## config.mk

```make
export PLATFORM = sky130hd
export DESIGN_NAME = lcd_clock_divider
export DESIGN_NICKNAME = d
export VERILOG_FILES = /design/src/rtl/lcdclk_pkg.sv /design/src/rtl/lcdclk_prescaler.sv /design/src/rtl/lcdclk_tap_mux.sv /design/src/rtl/lcdclk_edge_fsm.sv /design/src/rtl/lcd_clock_divider.sv
export SDC_FILE = /design/constraint.sdc
export NUM_CORES = 1
export LEC_CHECK = 0
export ABC_AREA = 1
export BUFFER_PORTS_ARGS = -buffer_cell sky130_fd_sc_hd__buf_2
export CORE_MARGIN = 5
export CORE_UTILIZATION = 58
export DETAILED_ROUTE_END_ITERATION = 10
export PLACE_DENSITY_LB_ADDON = 0.25
export SLEW_MARGIN = 20
export SYNTH_ARGS = -nofsm -noshare
export SYNTH_HDL_FRONTEND = slang
export SYNTH_HIERARCHICAL = 1
export SYNTH_SLANG_ARGS = --single-unit
export TNS_END_PERCENT = 50
```

## constraint.sdc

```tcl
create_clock -name clk_32k -period 1.7 [get_ports clk_32k]
set_input_delay 0.085 -clock clk_32k [delete_from_list [all_inputs] [get_ports clk_32k]]
set_output_delay 0.085 -clock clk_32k [all_outputs]
set_load 0.03 [all_outputs]
```

## src/rtl/lcdclk_pkg.sv

```systemverilog
package lcdclk_pkg;
    typedef enum logic [1:0] {
        EC_IDLE  = 2'd0,
        EC_COUNT = 2'd1,
        EC_DONE  = 2'd2
    } edge_state_t;
endpackage

```

## src/rtl/lcdclk_prescaler.sv

```systemverilog
module lcdclk_prescaler #(
    parameter int CNT_W = 15
) (
    input  logic             clk,
    input  logic             rst_n,
    output logic [CNT_W-1:0] count
);
    localparam logic [CNT_W-1:0] ONE = CNT_W'(1);

    always_ff @(posedge clk or negedge rst_n) begin
        if (!rst_n) count <= '0;
        else        count <= count + ONE;
    end


    count_step_chk: assert property (@(posedge clk) disable iff (!rst_n)
        1'b1 |=> (count == $past(count) + ONE));
endmodule

```

## src/rtl/lcdclk_tap_mux.sv

```systemverilog
module lcdclk_tap_mux #(
    parameter int CNT_W          = 15,
    parameter int LCD_TAP_HALF   = 7,
    parameter int BLINK_TAP_HALF = 6,
    parameter int SLOW_N         = 3
) (
    input  logic             clk,
    input  logic             rst_n,
    input  logic [CNT_W-1:0] count,
    input  logic             half_duty,
    output logic             lcd_clk,
    output logic             blink_clk,
    output logic [SLOW_N-1:0] slow_clk
);
    localparam int LCD_TAP_STAT   = LCD_TAP_HALF - 1;
    localparam int BLINK_TAP_STAT = BLINK_TAP_HALF - 1;
    localparam int SLOW_BASE      = CNT_W - SLOW_N;

    always_comb begin
        lcd_clk   = half_duty ? count[LCD_TAP_HALF]   : count[LCD_TAP_STAT];
        blink_clk = half_duty ? count[BLINK_TAP_HALF] : count[BLINK_TAP_STAT];
    end

    for (genvar j = 0; j < SLOW_N; j++) begin : g_slow
        assign slow_clk[j] = count[SLOW_BASE + j];
    end


    lcd_half_edge_chk: assert property (@(posedge clk) disable iff (!rst_n)
        (half_duty && $past(half_duty) && (lcd_clk != $past(lcd_clk)))
        |-> (count[LCD_TAP_HALF-1:0] == '0));


    blink_stat_edge_chk: assert property (@(posedge clk) disable iff (!rst_n)
        (!half_duty && !$past(half_duty) && (blink_clk != $past(blink_clk)))
        |-> (count[BLINK_TAP_STAT-1:0] == '0));


    slow_top_edge_chk: assert property (@(posedge clk) disable iff (!rst_n)
        $rose(slow_clk[SLOW_N-1]) |-> (count[CNT_W-2:0] == '0));
endmodule

```

## src/rtl/lcdclk_edge_fsm.sv

```systemverilog
module lcdclk_edge_fsm
    import lcdclk_pkg::*;
#(
    parameter int TARGET = 16
) (
    input  logic clk,
    input  logic rst_n,
    input  logic cnt_in,
    output logic flag
);
    localparam int EW = $clog2(TARGET);
    localparam logic [EW-1:0] LAST = EW'(TARGET - 1);
    localparam logic [EW-1:0] ONE  = EW'(1);

    edge_state_t state, state_nx;
    logic [EW-1:0] seen, seen_nx;
    logic          cin_q;
    logic          rise;

    assign rise = cnt_in & ~cin_q;

    always_ff @(posedge clk or negedge rst_n) begin
        if (!rst_n) begin
            state <= EC_IDLE;
            seen  <= '0;
            cin_q <= 1'b0;
        end else begin
            state <= state_nx;
            seen  <= seen_nx;
            cin_q <= cnt_in;
        end
    end

    always_comb begin
        state_nx = state;
        seen_nx  = seen;
        unique case (state)
            EC_IDLE: begin
                if (rise) begin
                    state_nx = EC_COUNT;
                    seen_nx  = ONE;
                end
            end
            EC_COUNT: begin
                if (rise) begin
                    if (seen == LAST) state_nx = EC_DONE;
                    else              seen_nx  = seen + ONE;
                end
            end
            EC_DONE: begin
                state_nx = EC_DONE;
            end
            default: begin
                state_nx = EC_IDLE;
                seen_nx  = '0;
            end
        endcase
    end

    always_comb begin
        flag = (state == EC_DONE);
    end


    flag_sticky_chk: assert property (@(posedge clk) disable iff (!rst_n)
        flag |=> flag);


    flag_rise_cause_chk: assert property (@(posedge clk) disable iff (!rst_n)
        $rose(flag) |-> ($past(rise) && ($past(seen) == LAST)));
endmodule

```

## src/rtl/lcd_clock_divider.sv

```systemverilog
module lcd_clock_divider #(
    parameter int CNT_W          = 15,
    parameter int LCD_TAP_HALF   = 7,
    parameter int BLINK_TAP_HALF = 6,
    parameter int EDGE_TARGET    = 16
) (
    input  logic clk_32k,
    input  logic rst_n,
    input  logic half_duty,
    input  logic cnt_in,
    output logic lcd_clk,
    output logic blink_clk,
    output logic tick_4hz,
    output logic tick_2hz,
    output logic tick_1hz,
    output logic cnt_flag
);
    localparam int SLOW_N = 3;

    logic [CNT_W-1:0]  count;
    logic [SLOW_N-1:0] slow_clk;

    lcdclk_prescaler #(.CNT_W(CNT_W)) u_pre (
        .clk   (clk_32k),
        .rst_n (rst_n),
        .count (count)
    );

    lcdclk_tap_mux #(
        .CNT_W          (CNT_W),
        .LCD_TAP_HALF   (LCD_TAP_HALF),
        .BLINK_TAP_HALF (BLINK_TAP_HALF),
        .SLOW_N         (SLOW_N)
    ) u_tap (
        .clk       (clk_32k),
        .rst_n     (rst_n),
        .count     (count),
        .half_duty (half_duty),
        .lcd_clk   (lcd_clk),
        .blink_clk (blink_clk),
        .slow_clk  (slow_clk)
    );

    assign tick_4hz = slow_clk[0];
    assign tick_2hz = slow_clk[1];
    assign tick_1hz = slow_clk[2];

    lcdclk_edge_fsm #(.TARGET(EDGE_TARGET)) u_edge (
        .clk    (clk_32k),
        .rst_n  (rst_n),
        .cnt_in (cnt_in),
        .flag   (cnt_flag)
    );


    reset_quiet_chk: assert property (@(posedge clk_32k)
        !rst_n |-> !(lcd_clk | blink_clk | tick_4hz | tick_2hz | tick_1hz | cnt_flag));
endmodule

```

[Word level (Yosys, flattened, before mapping)]
Cells that the tools add are included.
Word-level totals
  word-level logic and storage cells: 29
  bits of input ports: 4
  bits in registers: 22
  output and inout bits: 6
Operators by class
  $add $sub $neg: 2
  equal/unequal tests: 7
  bitwise gates (word level): 3
  reductions and logical operators: 3
  mux-type cells: 10
Operators with widths (count)
  adder 15 x 1 -> 15 bit (second input constant): 1
  two-way mux 4 bit: 3
  case mux 4 bit (3 select lines): 1
  two-way mux 2 bit: 3
  != test 2 x 1 -> 1 bit (second input constant): 3
  case mux 2 bit (3 select lines): 1
  adder 4 x 1 -> 4 bit (second input constant): 1
  equality test 4 bit (second input constant): 1
  AND reduction 4 bit: 1
  AND reduction 3 bit: 1
  equality test 2 x 1 -> 1 bit (second input constant): 1
  equality test 2 bit (second input constant): 1
  logical NOT 2 bit: 1
  two-way mux 1 bit: 2
  != test 2 bit (second input constant): 1
  NOT 1 bit: 2
  bitwise AND 1 bit: 1

[Longest topological paths before layout]
Gate-level depths: netlist (run 1).
  depth after elaboration: 4
  mapped depth: 9
  mapped depth without buffers: 9

[Hierarchy]
The synthesis (run 1) kept the hierarchy.
By module, submodules not included
  lcdclk_prescaler: cells each 85, times used 1, area each 737.0 um2, seq. area each 375.4 um2
  lcdclk_edge_fsm: cells each 57, times used 1, area each 462.9 um2, seq. area each 175.2 um2
  lcdclk_tap_mux: cells each 10, times used 1, area each 48.8 um2, seq. area each 0.0 um2

[Worst setup path before layout (run 1)]
No wires, ideal clock.
  kind: register to register
  from: register u_edge.state[0]
  to: register u_edge.seen[3]
  path slack: 470 ps
  period minus slack after synthesis: 1230 ps
  buffers on the path: 0
  cell stages (with the launch flop): 8
  library setup time: 117 ps
  arrival: 1113 ps
  data required time: 1583 ps
  cell sequence: dfrtp_1 inv_1 ha_1 inv_1 nand2_1 nor2_1 nand3_1 nand2_1
On the way
  word-level cells in the longest chain between the ends: 3
  elaborated cells between the ends (all ways): 9
  those cells by class: 5 x eq/ne; 1 x mux; 1 x bitwise; 2 x reduce/logical
RTL lines
  start: declaration: RTL line lcdclk_edge_fsm.sv:15  | edge_state_t state, state_nx;
  start signal: assignment: RTL line lcdclk_edge_fsm.sv:28  | state <= state_nx;
  equality test 2 bit *
  net cnt_flag: RTL line lcd_clock_divider.sv:16  | output logic cnt_flag
  NOT 1 bit (no source line)
  AND reduction 4 bit (no source line)
  end signal: assignment: RTL line lcdclk_edge_fsm.sv:29  | seen <= seen_nx;
  end: declaration: RTL line lcdclk_edge_fsm.sv:16  | logic [EW-1:0] seen, seen_nx;
The timed path passes the listed nets; every way through them passes the cells marked *.
A chain may end at the register's enable or synchronous reset.

[Final worst setup path (run 1)]
  from: register u_edge.state[0]
  to: register u_edge.seen[0]
On the way
  word-level cells in the longest chain between the ends: 3
  elaborated cells between the ends (all ways): 9
  those cells by class: 5 x eq/ne; 1 x mux; 1 x bitwise; 2 x reduce/logical
RTL lines
  equality test 2 x 1 -> 1 bit (tied with other cells): RTL line lcdclk_edge_fsm.sv:37  | unique case (state)
  != test 2 x 1 -> 1 bit (no source line) (tied with other cells)
  AND reduction 4 bit (no source line)
Several ways; a longest one is shown, not always the timed one.

==> metrics, run 1 <==
RSZ-0062 raised after global routing false; Rows 16; syn avg cell area between 8 and 9 um^2; final-report setup violation count 0; PortBufs 9; Setup TNS 0 ns; CTS tree done; Worst Setup Start Kind flop; Synth Warn # 6; FF-to-FF setup slack between 0.3 and 0.4 ns; register area share after synthesis 44.1%; critical path required time 1.90 ns; gr ovfl total 0; I/O pin cnt 10; antenna diode count 0; P&R area growth vs syn 7.92%; post-route ant nets 0; maximum vdd ir drop 402 uV; Root Buffer clkbuf_4; largest net degree at the start of global routing 23; initial core utilization 62.4%; Period Utilization, post-route 79.1%; clock transition at the registers of the reported paths roughly 0.11 ns; first-pass GRT wire length 4060 um; CTS max path bufs 2; worst reg2reg path startpoint u_edge/state[0]; # H-tree levels 1; Mapped Cells 152; die width 56.4 um; global placer's final weighted congestion 0.804; TritonCTS Buffers 3; initial antenna violation count 0; static leakage 0.000693 uW; vias in the first global route 966; CP Max Fanout 7; DP HPWL around 1700 um; WL/cell 12.2 um; core area ~2000 um^2; Die Footprint 3180 um^2; Post-Route WL 2320 um; vias ~990; CP Data Arrival Time between 1.5 and 2 ns; worst-skew pair later-pin latency around 0.3 ns; Yosys cell types 21; min Tclk post-route 1.34 ns; Final Slew Violations 0; crit end category flop; reg2reg end u_edge/seen[0]; Final Net Count about 180; status completed; pwr/cell area 577 nW/um^2; Hold Path Class in2async; share of layout cells above drive strength 1 19.6%; Crit. Startpoint u_edge/state[0]; CP endpoint u_edge/seen[0]; #FFs+latches synth 22; Worst-Margin Slew 0.494 ns; Global Route Usage Sum between 10% and 20%; Max Clock Skew 0.00188 ns; Die Y 56.4 um; Slew HR 67.0%; Pre-antenna DRT Iters 6; Final Hold Slack 0.271 ns; CTS sink cnt 22; via-per-instance ratio 5.19; Syn Std Cell Area between 1000 and 1500 um^2; DR DRC count 0; DR iter-0 viols 21; final hold violations 0; fmax 744 MHz; Max Cap Viol 0; Worst Setup Path Type reg2reg; syn_nets 162; Worst R2R Path Depth 8
## synth_stat cells (all sizes together)
master	number	area [um^2]
a21oi	2	13.8
buf	3	22.5
dfrtp	22	551
ha	6	75.1
inv	24	90.1
nand2	49	211
nand3	14	85.1
nand4	7	43.8
nor2	13	66.3
o21ai	5	28.8
xnor2	4	35.0
xor2	3	26.3
## cells in the final DEF, fill, tap and decap left out
| master | count |
|---|---|
| o21ai_1 | 3 |
| nor2_2 | 4 |
| clkbuf_4 | 3 |
| nand2_4 | 2 |
| buf_2 | 9 |
| xnor2_1 | 4 |
| inv_1 | 21 |
| nand3_2 | 3 |
| dfrtp_1 | 22 |
| a21oi_1 | 1 |
| xor2_1 | 3 |
| a21oi_2 | 1 |
| nor2_1 | 8 |
| nand2_1 | 42 |
| nand4_1 | 7 |
| nand2_2 | 5 |
| inv_2 | 3 |
| nor2_4 | 1 |
| o21ai_2 | 1 |
| dlygate4sd3_1 | 2 |
| nand3_1 | 11 |
| o21ai_0 | 1 |
| ha_1 | 6 |
## power breakdown
group | leakage, uW | switching, uW | internal [uW]
clock | 0.0000138 | 146 | 82.5
sequential | 0.000285 | 0.258 | 524
combinational | 0.000394 | 17.5 | 7.27
## kinds of logic after synthesis
group                      after synthesis  share of synthesized area, %
xor gates and xnor gates                 7                          4.91
and+or+nand+nor                         83                          32.6
AOI/OAI and AO/OA                        7                          3.41
DFF                                     22                          44.1
buffers and inverters                   27                          9.02
adders and majority gates                6                          6.01
## what timing repair did
action / 4_1_cts / 5_1_grt
hold buffers: 2 / 0
buffers inserted: 0 / 0
endpoints found under the hold margin: 23 / 0
resized for setup: 0 / 0
## state kept, by name (all words and copies together) (netlist names)
name and cells:
u_pre/count 15, u_edge/state 2, u_edge/seen 4, u_edge/cin_q 1
## worst max-delay path: stages (launching register included)
cell,delay [ns]
dfrtp_1,0.41
inv_1,0.08
ha_1,0.20
inv_2,0.09
nand2_2,0.09
nand2_4,0.09
nand3_2,0.15
nand2_1,0.09
o21ai_1,0.06
## how the worst min path moves through the flow
| stage | start | endpoint | slack [ns] | cells after the start |
|---|---|---|---|---|
| finish | rst_n | u_pre/count[8] | 0.27 | 2 |
| global route | rst_n | u_pre/count[10] | 0.30 | 2 |
| CTS | rst_n | u_pre/count[10] | 0.27 | 2 |
| detailed placement | rst_n | u_edge/seen[2] | 0.08 | 1 |
| global placement | rst_n | u_edge/seen[2] | 0.08 | 1 |
| floorplan | rst_n | u_edge/cin_q | -0.21 | 0 |
## through the flow
stage | cells | total power (uW) | area, um^2 | utilization [%] | setup slack, ns
after CTS | 190 | 793 | 1350 | 67.3 | 0.365
after detailed placement | 185 | 557 | 1310 | 65.2 | 0.386
final | 190 | 778 | 1350 | 67.3 | 0.356
after global routing | 190 | 807 | 1350 | 67.3 | 0.231
after global placement | 185 | 556 | 1310 | 65.2 | 0.437
after floorplan | 152 | 540 | 1250 | - | 0.470
## area by class of cell
cell class / instances / area (um^2)
multi-input combinational: 103 / 586
tap: 27 / 33.8
timing repair buffer: 11 / 65.1
clock buffer: 3 / 22.5
fill: 173 / 654
inverter: 24 / 90.1
sequential: 22 / 551
## layer usage
metal | GRT usage, % | part of all wire, %
met2 | 26.0 | 48
met3 | 2.06 | 5.3
met1 | 20.6 | 46
met5 | 0 | 0
met4 | 6.44 | 0.99
No activity file was read; power rests on OpenSTA's default activity.
==> inputs of run 2 (changes only) <==
--- a/config.mk
+++ b/config.mk
@@ -5,10 +5,10 @@
 export SDC_FILE = /design/constraint.sdc
 export NUM_CORES = 1
 export LEC_CHECK = 0
-export ABC_AREA = 1
+export ABC_AREA = 0
 export BUFFER_PORTS_ARGS = -buffer_cell sky130_fd_sc_hd__buf_2
 export CORE_MARGIN = 5
-export CORE_UTILIZATION = 58
+export CORE_UTILIZATION = 51
 export DETAILED_ROUTE_END_ITERATION = 10
 export PLACE_DENSITY_LB_ADDON = 0.25
 export SLEW_MARGIN = 20
==> constraint.sdc (replaced) <==
create_clock -name clk_32k -period 1.1 [get_ports clk_32k]
set_input_delay 0.055 -clock clk_32k [delete_from_list [all_inputs] [get_ports clk_32k]]
set_output_delay 0.055 -clock clk_32k [all_outputs]
set_load 0.03 [all_outputs]
==> metrics, run 2 <==
Synth area leader dfrtp_1 (unchanged); clock transition at the registers of the reported paths 0.13 ns (was 0.11 ns); Period Utilization, post-route 134% (was 79.1%); post-synth top area share 48.9% (was 44.1%); most common cell in the synthesized netlist dfrtp_1 (was nand2_1); Die Y 57.0 um (was 56.4 um); static leakage 0.000790 uW (was 0.000693 uW); Root Buffer clkbuf_4 (unchanged); first-pass GRT wire length 4400 um (was 4060 um); min Tclk post-route 1.47 ns (was 1.34 ns); most common cell after layout, fill and taps aside buf_4 (was nand2_1); Regs by FF count u_pre/count: 15 flops, u_edge/seen: 4 flops, u_edge/state: 2 flops (unchanged); Max Cap Viol 0 (unchanged); vias in the first global route 944 (was 966); max reg flops 15 (unchanged); asr flop ratio synth 100% (unchanged); Worst Setup Path Type reg2reg (unchanged); area of the multi-input gates 678 um^2 (was 586 um^2); largest net degree at the start of global routing 23 (unchanged); worst setup margin -0.372 ns (was 0.356 ns); antenna diode count 0 (unchanged); Hold Path Class in2async (unchanged); CP Data Arrival Time 1.72 ns (was 1.54 ns); P&R area growth vs syn 50.7% (was 7.92%); Rows 17 (was 16); CTS max path bufs 2 (unchanged); gr ovfl total 0 (unchanged); PortBufs 9 (unchanged); vias 960 (was 987); DP HPWL 1530 um (was 1680 um); TritonCTS Buffers 3 (unchanged); commonest cells after routing, fill and taps aside 29 x buf_4, 18 x dfrtp_1, 8 x xor2_1 (was 42 x nand2_1, 22 x dfrtp_1, 21 x inv_1); Global Route Usage Sum 16.9% (was 15.7%); via-per-instance ratio 5.36 (was 5.19); Pre-antenna DRT Iters 4 (was 6); Final Slew Violations 0 (unchanged); failing checks negative setup slack; RSZ-0062 raised after global routing true (was false); final-report setup violation count 18 (was 0); Synth Warn # 6 (unchanged); WL/cell 15.2 um (was 12.2 um); Slew HR 67.2% (was 67.0%); core area 2170 um^2 (was 2000 um^2); #FFs+latches synth 22 (unchanged); register area share after synthesis 48.9% (was 44.1%); Syn Std Cell Area 1130 um^2 (was 1250 um^2); status finished, violations left (was completed); DR iter-0 viols 22 (was 21); Mapped Cells 107 (was 152); I/O pin cnt 10 (unchanged); # H-tree levels 1 (unchanged); syn_nets 117 (was 162); critical path required time 1.35 ns (was 1.90 ns); Die Footprint 3250 um^2 (was 3180 um^2); Max Clock Skew 0.00926 ns (was 0.00188 ns); syn avg cell area 10.5 um^2 (was 8.22 um^2); Final Net Count 162 (was 175); fmax 679 MHz (was 744 MHz); Worst-Margin Slew 0.492 ns (was 0.494 ns); CTS sink cnt 22 (unchanged); FF+latch area 556 um^2 (was 551 um^2); share of layout cells above drive strength 1 53.0% (was 19.6%); Post-Route WL 2730 um (was 2320 um); initial core utilization 51.9% (was 62.4%); Setup WS pre-CTS -0.397 ns (was 0.386 ns); maximum vdd ir drop 1840 uV (was 402 uV); final hold violations 0 (unchanged); Most used DFF post-synth dfrtp_1 (unchanged); Post-synth EDFFs 0 (unchanged); post-route ant nets 0 (unchanged); Layout fillers 145 (was 173); global placer's final weighted congestion 0.803 (was 0.804); Largest Register u_pre/count (unchanged); CP Max Fanout 4 (was 7); CTS tree done (unchanged); initial antenna violation count 0 (unchanged); worst-skew pair later-pin latency 0.31 ns (was 0.30 ns); synth cell count leaders 22 x dfrtp_1, 10 x inv_1, 8 x nand3_1, 8 x xor2_1 (was 42 x nand2_1, 22 x dfrtp_1, 21 x inv_1); die width 57.0 um (was 56.4 um); Final Power 2670 uW (was 778 uW); dominant cells by area after synthesis dfrtp_1 49%, ha_1 6.7%, xor2_1 6.2% (was dfrtp_1 44%, nand2_1 13%, inv_1 6.3%); crit end category flop (unchanged); DR DRC count 0 (unchanged); pwr/cell area 1570 nW/um^2 (was 577 nW/um^2); Worst Setup Start Kind flop (unchanged); Yosys cell types 28 (was 21)
run 2: changes by cell type in the layout (fill, tap and decap cells not counted), moves of 5 or more:
cell     before  now
buf_4         0   29
inv_1        21    7
xor2_1        3    8
buf_6         0    6
nand3_1      11    6
nand2_1      42    6
nand2_2       5    0
ha_4          0    5
ha_1          6    0
nor2_1        8    3
run 2: repair_timing:
item / 4_1_cts / 5_1_grt
hold buffers: 2 / 0
buffers inserted: 6 / 2
resized for setup: 21 / 21
pin swaps: 7 / 11
endpoints found under the hold margin: 23 / 0
setup endpoints to repair: 18 / 18
gates cloned: 0 / 0
run 2: cell families after synthesis:
group,count (synthesis),synth area share (%)
compound gates,13,6.33
flops,22,48.9
buf+inv,13,5.33
fa+ha+maj,6,6.67
simple gates,37,19.7
xor+xnor,13,10.1
mux,3,3.00
run 2: area by class of cell:
cell class                 count  share of cell area [%]
clock buffer                   3                    1.33
tap                           28                    2.06
clock inverter                 1                    1.77
timing repair buffer          43                    19.8
multi-input combinational     72                    40.0
inverter                      10                    2.36
sequential                    22                    32.7
run 2: through the flow:
stage          instance area (um^2)  instances  utilization (%)  setup TNS (ns)  hold WS [ns]
4_1_cts                        1600        177             73.9           -2.89         0.173
3_3_place_gp                   1400        165             64.6           -1.90        0.0490
6_report                       1700        179             78.2           -2.96         0.217
3_5_place_dp                   1400        165             64.6           -2.25        0.0560
5_1_grt                        1700        179             78.2           -4.27         0.241
2_1_floorplan                  1160        107                -           -1.42        -0.241
run 2: path summary, 6_finish.rpt:
kind / start / slack [ns] / to / depth (start not counted)
worst max-delay path: u_edge/state[0] / -0.37 / u_edge/seen[2] / 6
worst min-delay path: rst_n / 0.22 / u_pre/count[12] / 2
worst max register to register: u_edge/state[0] / -0.37 / u_edge/seen[2] / 6
worst min register to register: u_pre/count[14] / 0.48 / u_pre/count[14] / 1
max in group asynchronous: rst_n / 0.52 / u_edge/state[0] / 2
min in group clk_32k: cnt_in / 0.24 / u_edge/state[0] / 5
run 2: power by group:
group / leakage [uW] / switching, uW / internal [uW]
combinational: 0.000481 / 579 / 504
clock: 0.0000279 / 260 / 368
sequential: 0.000281 / 81.0 / 880
run 2: worst max-delay path: stages (launching register included):
cell and delay [ns]:
dfrtp_2 0.45, inv_4 0.06, ha_4 0.18, nor2_4 0.09
o21ai_2 0.06, or4b_1 0.49, nand3_1 0.08
run 2: layer usage:
metal | up-vias | wire, um | track usage (%)
li1 | 453 | - | -
met1 | 478 | 1110 | 22.3
met2 | 25 | 1440 | 29.5
met3 | 4 | 146 | 2.94
met4 | 0 | 33 | 2.98
met5 | - | 0 | 0
